==> src/rtl/nvm_pkg.sv <==
package nvm_pkg;
   localparam logic [7:0] A_DATA   = 8'h08;
   localparam logic [7:0] A_ADDR   = 8'h09;
   localparam logic [7:0] A_CTL    = 8'h88;
   localparam logic [7:0] A_UNLOCK = 8'h89;

   localparam int B_RD   = 0;
   localparam int B_BUSY = 1;
   localparam int B_WEN  = 2;
   localparam int B_ERR  = 3;
   localparam int B_DONE = 4;

   localparam logic [7:0] KEY_FIRST  = 8'h55;
   localparam logic [7:0] KEY_SECOND = 8'hAA;

   typedef enum logic [1:0] {
      LK_IDLE  = 2'd0,
      LK_HALF  = 2'd1,
      LK_ARMED = 2'd2
   } lock_e;
endpackage

==> src/rtl/nvm_pwrup_timer.sv <==
module nvm_pwrup_timer #(
   parameter int unsigned CYC = 16
) (
   input  logic clk,
   input  logic rst_n,
   output logic ready
);
   generate
      if (CYC == 0) begin : g_none
         logic unused_in;
         assign unused_in = clk ^ rst_n;
         assign ready = 1'b1;
      end else begin : g_cnt
         localparam int CW = $clog2(CYC + 1);
         localparam logic [CW-1:0] LIMIT = CW'(CYC);
         logic [CW-1:0] cnt_q;
         always_ff @(posedge clk or negedge rst_n) begin
            if (!rst_n)             cnt_q <= '0;
            else if (cnt_q != LIMIT) cnt_q <= cnt_q + 1'b1;
         end
         assign ready = (cnt_q == LIMIT);
      end
   endgenerate
endmodule

==> src/rtl/nvm_unlock.sv <==
module nvm_unlock
   import nvm_pkg::*;
(
   input  logic       clk,
   input  logic       rst_n,
   input  logic       warm_rst_n,
   input  logic       wr,
   input  logic [7:0] addr,
   input  logic [7:0] wdata,
   output logic       armed
);
   lock_e st_q;
   logic  to_port;
   assign to_port = (addr == A_UNLOCK);

   always_ff @(posedge clk or negedge rst_n) begin
      if (!rst_n)                                st_q <= LK_IDLE;
      else if (!warm_rst_n)                      st_q <= LK_IDLE;
      else if (wr) begin
         if (to_port && wdata == KEY_FIRST)      st_q <= LK_HALF;
         else if (st_q == LK_HALF && to_port && wdata == KEY_SECOND)
                                                 st_q <= LK_ARMED;
         else                                    st_q <= LK_IDLE;
      end
   end

   assign armed = (st_q == LK_ARMED);
endmodule

==> src/rtl/nvm_wr_engine.sv <==
module nvm_wr_engine #(
   parameter int AW     = 6,
   parameter int WR_CYC = 16
) (
   input  logic          clk,
   input  logic          rst_n,
   input  logic          abort,
   input  logic          start,
   input  logic [AW-1:0] st_addr,
   input  logic [7:0]    st_data,
   input  logic [AW-1:0] rd_addr,
   output logic [7:0]    rd_data,
   output logic          busy,
   output logic          done
);
   localparam int DEPTH = 1 << AW;
   localparam int CW    = $clog2(WR_CYC + 1);
   localparam logic [CW-1:0] LOAD = CW'(WR_CYC - 1);

   logic [7:0]    mem [DEPTH];
   logic [CW-1:0] cnt_q;
   logic          busy_q;
   logic [AW-1:0] a_q;
   logic [7:0]    d_q;

   assign done = busy_q && (cnt_q == '0);
   assign busy = busy_q;

   always_ff @(posedge clk or negedge rst_n) begin
      if (!rst_n) begin
         busy_q <= 1'b0;
         cnt_q  <= '0;
         a_q    <= '0;
         d_q    <= '0;
      end else if (abort) begin
         busy_q <= 1'b0;
         cnt_q  <= '0;
      end else if (start) begin
         busy_q <= 1'b1;
         cnt_q  <= LOAD;
         a_q    <= st_addr;
         d_q    <= st_data;
      end else if (done) begin
         busy_q <= 1'b0;
      end else if (busy_q) begin
         cnt_q  <= cnt_q - 1'b1;
      end
   end

   always_ff @(posedge clk) begin
      if (done && !abort) mem[a_q] <= d_q;
   end

   assign rd_data = mem[rd_addr];
endmodule

==> src/rtl/nvm_ctl.sv <==
module nvm_ctl
   import nvm_pkg::*;
#(
   parameter int          AW        = 6,
   parameter int          WR_CYC    = 16,
   parameter int unsigned PWRUP_CYC = 18_000_000
) (
   input  logic       clk,
   input  logic       rst_n,
   input  logic       warm_rst_n,
   input  logic       bus_wr,
   input  logic [7:0] bus_addr,
   input  logic [7:0] bus_wdata,
   output logic [7:0] bus_rdata,
   output logic       irq
);
   generate
      if (AW < 1 || AW > 8) begin : g_bad_aw
         $error("nvm_ctl: AW must be 1..8");
      end
      if (WR_CYC < 1) begin : g_bad_wr
         $error("nvm_ctl: WR_CYC must be at least 1");
      end
   endgenerate

   logic [7:0]    data_q;
   logic [AW-1:0] addr_q;
   logic          wen_q, rs_q, irq_q, err_q;
   logic          busy, done, armed, pu_ready;
   logic [7:0]    mem_rd;
   logic [7:0]    ctl_view;

   logic ctl_wr, start, rd_req;
   assign ctl_wr = bus_wr && (bus_addr == A_CTL);
   assign start  = ctl_wr && bus_wdata[B_BUSY] && wen_q && armed && pu_ready && !busy;
   assign rd_req = ctl_wr && bus_wdata[B_RD] && !busy;

   nvm_pwrup_timer #(.CYC(PWRUP_CYC)) u_timer (
      .clk(clk), .rst_n(rst_n), .ready(pu_ready)
   );

   nvm_unlock u_unlock (
      .clk(clk), .rst_n(rst_n), .warm_rst_n(warm_rst_n),
      .wr(bus_wr), .addr(bus_addr), .wdata(bus_wdata), .armed(armed)
   );

   nvm_wr_engine #(.AW(AW), .WR_CYC(WR_CYC)) u_engine (
      .clk(clk), .rst_n(rst_n), .abort(!warm_rst_n), .start(start),
      .st_addr(addr_q), .st_data(data_q), .rd_addr(addr_q),
      .rd_data(mem_rd), .busy(busy), .done(done)
   );

   always_ff @(posedge clk or negedge rst_n) begin
      if (!rst_n) begin
         data_q <= '0;
         addr_q <= '0;
         wen_q  <= 1'b0;
         rs_q   <= 1'b0;
         irq_q  <= 1'b0;
         err_q  <= 1'b0;
      end else if (!warm_rst_n) begin
         err_q  <= busy;
         wen_q  <= 1'b0;
         rs_q   <= 1'b0;
         irq_q  <= 1'b0;
      end else begin
         if (rs_q)                                 data_q <= mem_rd;
         else if (bus_wr && bus_addr == A_DATA)    data_q <= bus_wdata;
         if (bus_wr && bus_addr == A_ADDR)         addr_q <= bus_wdata[AW-1:0];
         rs_q <= rd_req;
         if (ctl_wr)                               wen_q  <= bus_wdata[B_WEN];
         if (done)                                 irq_q  <= 1'b1;
         else if (ctl_wr && !bus_wdata[B_DONE])    irq_q  <= 1'b0;
         if (ctl_wr && !bus_wdata[B_ERR])          err_q  <= 1'b0;
      end
   end

   always_comb begin
      ctl_view         = '0;
      ctl_view[B_RD]   = rs_q;
      ctl_view[B_BUSY] = busy;
      ctl_view[B_WEN]  = wen_q;
      ctl_view[B_ERR]  = err_q;
      ctl_view[B_DONE] = irq_q;
   end

   always_comb begin
      case (bus_addr)
         A_DATA:  bus_rdata = data_q;
         A_ADDR:  bus_rdata = 8'(addr_q);
         A_CTL:   bus_rdata = ctl_view;
         default: bus_rdata = 8'h00;
      endcase
   end

   assign irq = irq_q;
endmodule

==> config.mk <==
export PLATFORM = sky130hd
export DESIGN_NAME = nvm_ctl
export DESIGN_NICKNAME = d
export VERILOG_FILES = /design/src/rtl/nvm_pkg.sv /design/src/rtl/nvm_pwrup_timer.sv /design/src/rtl/nvm_unlock.sv /design/src/rtl/nvm_wr_engine.sv /design/src/rtl/nvm_ctl.sv
export SDC_FILE = /design/constraint.sdc
export NUM_CORES = 1
export LEC_CHECK = 0
export BUFFER_PORTS_ARGS = -buffer_cell sky130_fd_sc_hd__buf_2
export CAP_MARGIN = 40
export CORE_ASPECT_RATIO = 0.6
export CORE_UTILIZATION = 45
export DETAILED_ROUTE_END_ITERATION = 10
export PLACE_DENSITY = 0.59
export SKIP_LAST_GASP = 1
export SYNTH_ARGS = -nofsm -noshare
export SYNTH_HDL_FRONTEND = slang
export SYNTH_SLANG_ARGS = --single-unit
==> constraint.sdc <==
create_clock -name clk -period 2.9 [get_ports clk]
set_clock_uncertainty 0.15 [all_clocks]
set_input_delay 0.29 -clock clk [delete_from_list [all_inputs] [get_ports clk]]
set_output_delay 0.29 -clock clk [all_outputs]
set_load 0.05 [all_outputs]
; ---- Yosys cells after proc, flatten, opt, wreduce, memory -nomap -nowiden
; Memories as Yosys holds them, arrays and structs flattened.
; Cells that the tools add are included.
[word_totals]
romBits = 0
elab_cells = 82
latch_bits = 0
ram_bits = 512
mem_count = 1
ff_bits = 65
output_inout_bits = 9
input_bits = 20
[memory_table]
columns = memory, depth, width, rd, rd_clocked_by_memory_dff, wr, line_no
row1 = u_engine.mem, 64, 8, 1, 0, 1, nvm_wr_engine.sv:20  ; logic [7:0] mem [DEPTH];
[op_classes]
magnitude_cmp = 0
n_reduce_logical = 26
n_eq_ne = 17
multipliers = 0
n_addsub = 2
shifts = 0
n_div = 0
bitwise = 0
n_mux = 24
[op_table]
columns = op, n
row1 = adder 25 x 1 -> 25 bit (second input constant), 1
row2 = == test 25 bit (second input constant), 1
row3 = != test 25 bit (second input constant), 1
row4 = == test 8 bit (second input constant), 3
row5 = case mux 8 bit (3 select lines), 1
row6 = two-way mux 5 bit, 4
row7 = logical AND 1 bit, 17
row8 = == test 8 x 4 -> 1 bit (second input constant), 2
row9 = two-way mux 8 bit, 2
row10 = two-way mux 1 bit, 13
row11 = != test 3 x 1 -> 1 bit (second input constant), 3
row12 = == test 8 x 7 -> 1 bit (second input constant), 1
row13 = two-way mux 2 bit, 4
row14 = AND reduction 2 bit, 4
row15 = != test 2 x 1 -> 1 bit (second input constant), 3
row16 = zero test 5 bit, 1
row17 = subtractor 5 x 1 -> 5 bit (second input constant), 1
row18 = zero test 1 bit, 3
row19 = != test 3 bit (second input constant), 1
row20 = == test 2 x 1 -> 1 bit (second input constant), 1
row21 = == test 2 bit (second input constant), 1
row22 = nonzero test 2 bit, 1

; ---- Depth between registers and ports, before layout
[logic_depth]
depth_word = 9
ltp_mapped = 8
ltp_nobuf = 7

; ---- Hierarchy
; From an unflattened synthesis, not the netlist that was laid out.
[hier_totals]
hier_cells = 1237
hier_area_um2 = 23216.0
[modules_own_cells]
columns = module, cells_per_inst, area_per_inst_um2, seq_area_each_um2, n_inst
row1 = nvm_wr_engine, 1009, 20774.9, 15875.2, 1
row2 = nvm_pwrup_timer, 110, 1256.2, 625.6, 1
row3 = nvm_ctl, 103, 1024.7, 450.4, 1
row4 = nvm_unlock, 15, 160.2, 50.0, 1

; ---- Least setup slack after synthesis
; No wires, ideal clock.
[synth_path]
path_type = input port to output port
start = input port bus_addr[2]
end = output port bus_rdata[6]
required_ns = 2.460
setup_slack_ns = -0.229
stages = 4
arrival_time_ns = 2.689
n_path_buf = 1
cell_sequence = nor4b_1 nand2_1 clkbuf_1 nor4b_1
[synth_via]
elab_chain_len = 2
elab_cells_between_ends = 4
classes_between = eq/ne (3) / mux (1)
[synth_lines]
columns = element, line_no
row1 = from (decl), nvm_ctl.sv:12  ; input logic [7:0] bus_addr,
row2 = == test 8 bit / == test 8 x 4 -> 1 bit (equally long branches), nvm_ctl.sv:88  ; case (bus_addr)
row3 = case mux 8 bit (3 select lines) *, nvm_ctl.sv:88
row4 = to (decl), nvm_ctl.sv:14  ; output logic [7:0] bus_rdata,
; Mark *: on every way between the ends. The rest lies on a longest branch, timed or not.

; ---- Worst setup path after layout
[layout_path]
start = register addr_q[0]
end = register data_q[2]
[layout_via]
elab_chain_len = 2
[layout_lines]
columns = element, line_no
row1 = from (decl), nvm_ctl.sv:27  ; logic [AW-1:0] addr_q;
row2 = from (signal assigned), nvm_ctl.sv:69  ; if (bus_wr && bus_addr == A_ADDR) addr_q <= bus_wdata[AW-1:0];
row3 = memory (64 x 8 bit), --
row4 = two-way mux 8 bit, nvm_ctl.sv:67  ; if (rs_q) data_q <= mem_rd;
row5 = to (signal assigned), nvm_ctl.sv:67
row6 = to (signal assigned), nvm_ctl.sv:68  ; else if (bus_wr && bus_addr == A_DATA) data_q <= bus_wdata;
row7 = to (decl), nvm_ctl.sv:26  ; logic [7:0] data_q;
; No other way between the ends.
; A chain may end at the register's enable or synchronous reset.

==> results.yml <==
detailed_routing:
  ant_nets: 0
  via_count: 12200
  first_pass_iters: 6
  first_iter_violations: 1491
  wl_per_cell_um: 27.1
  via_per_inst: 5.88
  wirelength_mm: 56.4
  drc: 0
die:
  die_width_um: 294
  design.core.area_um2: 49900
  start_util_pct: 46.0
  rows: 63
  boundaryPins: 29
  die_area_um2: 52000
  die_h_um: 177
flow_run:
  max_cap_violations: 0
final_layout:
  final_util_pct: 53.7
  final_area_um2: 26800
  diodes: 0
  drive_above_1_share_pct: 29.6
  layout-area-overhead-vs-synth_pct: 16.7
  nets: 1378
placed_design:
  finalWeightedCongestion: 0.873
  hpwlAfterDp_mm: 37.7
  numPortBuffers: 28
  dpl_cell_area_um2: 24800
power_and_ir_drop:
  ir_drop_mv: 0.436
  total_power_w: 0.0164
  leakage_nw: 10.0
  power_density_nw_per_um2: 614
critical_path:
  path_max_fanout: 11
  r2r_slack_ps: 40
  required_ps: 3200
  crit_arrival_ps: 3160
  start_kind: "flop"
  critical_path_class: "reg2reg"
  end_kind: "flop"
grt:
  grt_pass1_vias: 11900
  grt_max_degree: 45
  grt_busiest_layer: "met1"
  grt_pass1_wl_mm: 82.7
  grt.met3_usage_pct: 5.31
  grt_util_met2_pct: 28.1
  grt_usage_pct: 22.2
  antenna_found_initial: 0
  grt_overflow: 0
  grtUsageMet1_pct: 38.1
clock_tree:
  cts_max_level: 2
  clock_latency_ps: 590
  clk_pin_slew_ps: 70
  cts_tree: "yes"
  clock_path_buffers: 3
  cts.sinks: 577
  cts_buffers: 51
  cts_root_buf: "clkbuf_16"
synthesis:
  ys_seq_elements: 577
  synth_area_leader_cell: "edfxtp_1"
  synthDistinctLibCells: 51
  seq_area_frac_synth_pct: 74.0
  synthCells: 1183
  synth.top_cell.area_share_pct: 66.9
  synth_edf_count: 512
  synth-main-ff-cell: "edfxtp_1"
  avgSynthCellArea_um2: 19.4
  async_flop_share_pct: 11.3
  synth_area_leaders: "edfxtp_1, mux4_2, dfrtp_1, a22oi_1, nor2_1"
  ys_warn_count: 0
  syn_nets: 1207
  syn-cell-area_um2: 23000
sta:
  layout_min_cycle_time_ps: 2860
  timing.fmax_ghz: 0.350
  slew_headroom_pct: 38.2
  final-setup-viol-count: 0
  hold_slack_ps: 70.7
  period_share_pct: 98.5
  tightest_slew_ps: 928
  hold_viol_final: 0
  rsz0062_at_grt: "true"
  drv_slew: 0
run_status:
  status: "complete, no violations"
hold_path:
  hp-class: "in2async"
## through the flow
stage	instances	setup TNS, ps	setup slack (ps)
floorplan	1183	-459	-229
global placement	1964	0	126
detailed placement	1966	0	87.5
CTS	2078	0	48.5
global route	2079	-83.4	-53.0
finish	2079	0	42.1
## critical path, stage by stage, from the launching register on
cell	delay [ps]
dfrtp_4	530
buf_12	200
buf_4	170
mux4_1	570
a22oi_1	300
a21oi_1	200
o41ai_4	460
a31oi_1	140
## worst paths after layout
kind,cells after the start,endpoint,from
setup / recovery,7,data_q[2],addr_q[0]
hold / removal,3,u_timer.g_cnt.cnt_q[10],rst_n
setup reg to reg,7,data_q[2],addr_q[0]
hold reg to reg,1,u_timer.g_cnt.cnt_q[24],u_timer.g_cnt.cnt_q[24]
max in group asynchronous,3,u_timer.g_cnt.cnt_q[13],rst_n
min in group clk,5,err_q,bus_addr[1]
## report_power, final
group	total, W	switching, W	internal, W
Clock	0.00724	0.00307	0.00417
Combinational	0.000254	0.000148	0.000106
Sequential	0.00895	0.0000257	0.00892
## cells in the mapped netlist, drive strengths merged, types with 10 or more instances
cell	n
edfxtp	512
xnor2	19
nand2	23
mux2	24
buf	29
a21oi	36
mux4	134
nand2b	13
nand4	14
nor2	95
inv	13
nand3	18
mux2i	10
clkbuf	34
dfrtp	65
nor4b	10
a22oi	50
## cell usage in the layout (no fill, tap or decap), types with 5 or more instances in the layout
cell	count
o41ai_1	5
mux4_2	131
buf_4	122
a22oi_1	50
bufinv_16	10
a31oi_1	6
nor4b_1	10
dlygate4sd3_1	16
dfrtp_2	8
nor4_1	6
nand2b_1	13
edfxtp_1	512
o21ai_0	5
clkbuf_1	9
xnor2_1	19
clkinv_1	9
clkinv_2	7
buf_2	28
dfrtp_1	55
nand3_1	18
mux2_2	20
nand3b_1	5
nand2_1	23
nor2_1	94
inv_1	13
nor3_1	7
buf_12	13
mux2i_1	10
a21oi_1	36
nand4_1	14
clkbuf_16	51
## registers in the layout (all words and copies together), names as in the netlist
signal / count
err_q: 1
u_timer.g_cnt.cnt_q: 25
u_engine.busy: 1
wen_q: 1
u_engine.cnt_q: 5
irq: 1
u_engine.a_q: 6
addr_q: 6
u_engine.d_q: 8
u_engine.mem: 512
rs_q: 1
u_unlock.st_q: 2
data_q: 8
## area by class of cell
| type | count | area [µm²] |
|---|---|---|
| clock inverters | 35 | 444 |
| fillers | 3884 | 23100 |
| flip-flops and latches | 577 | 17000 |
| well taps | 682 | 853 |
| multi-input cells | 530 | 5590 |
| clock buffers | 61 | 1320 |
| repair buffers | 181 | 1520 |
| inverters | 13 | 48.8 |
## logic make-up (layout without fill, tap and decap cells)
kind of cell	count (synthesis)	after routing	synth area share (%)
compound gates	112	112	3.36
flops	577	577	74.0
xor+xnor	23	23	0.877
mux	168	168	14.8
fa+ha+maj	4	4	0.218
simple gates	223	223	4.99
buf+inv	76	290	1.72
## timing repair
action,CTS,global route
gates resized for setup,0,2
buffers inserted,0,1
hold buffers,16,0
endpoints found under the hold margin,87,0
endpoints found under the setup margin,0,175
## routing by layer
| layer | up-vias | wire (µm) |
|---|---|---|
| li1 | 5173 | - |
| met5 | - | 0 |
| met3 | 72 | 5780 |
| met1 | 6392 | 28100 |
| met4 | 0 | 801 |
| met2 | 594 | 21800 |
Power figures use the tool's default switching activity.
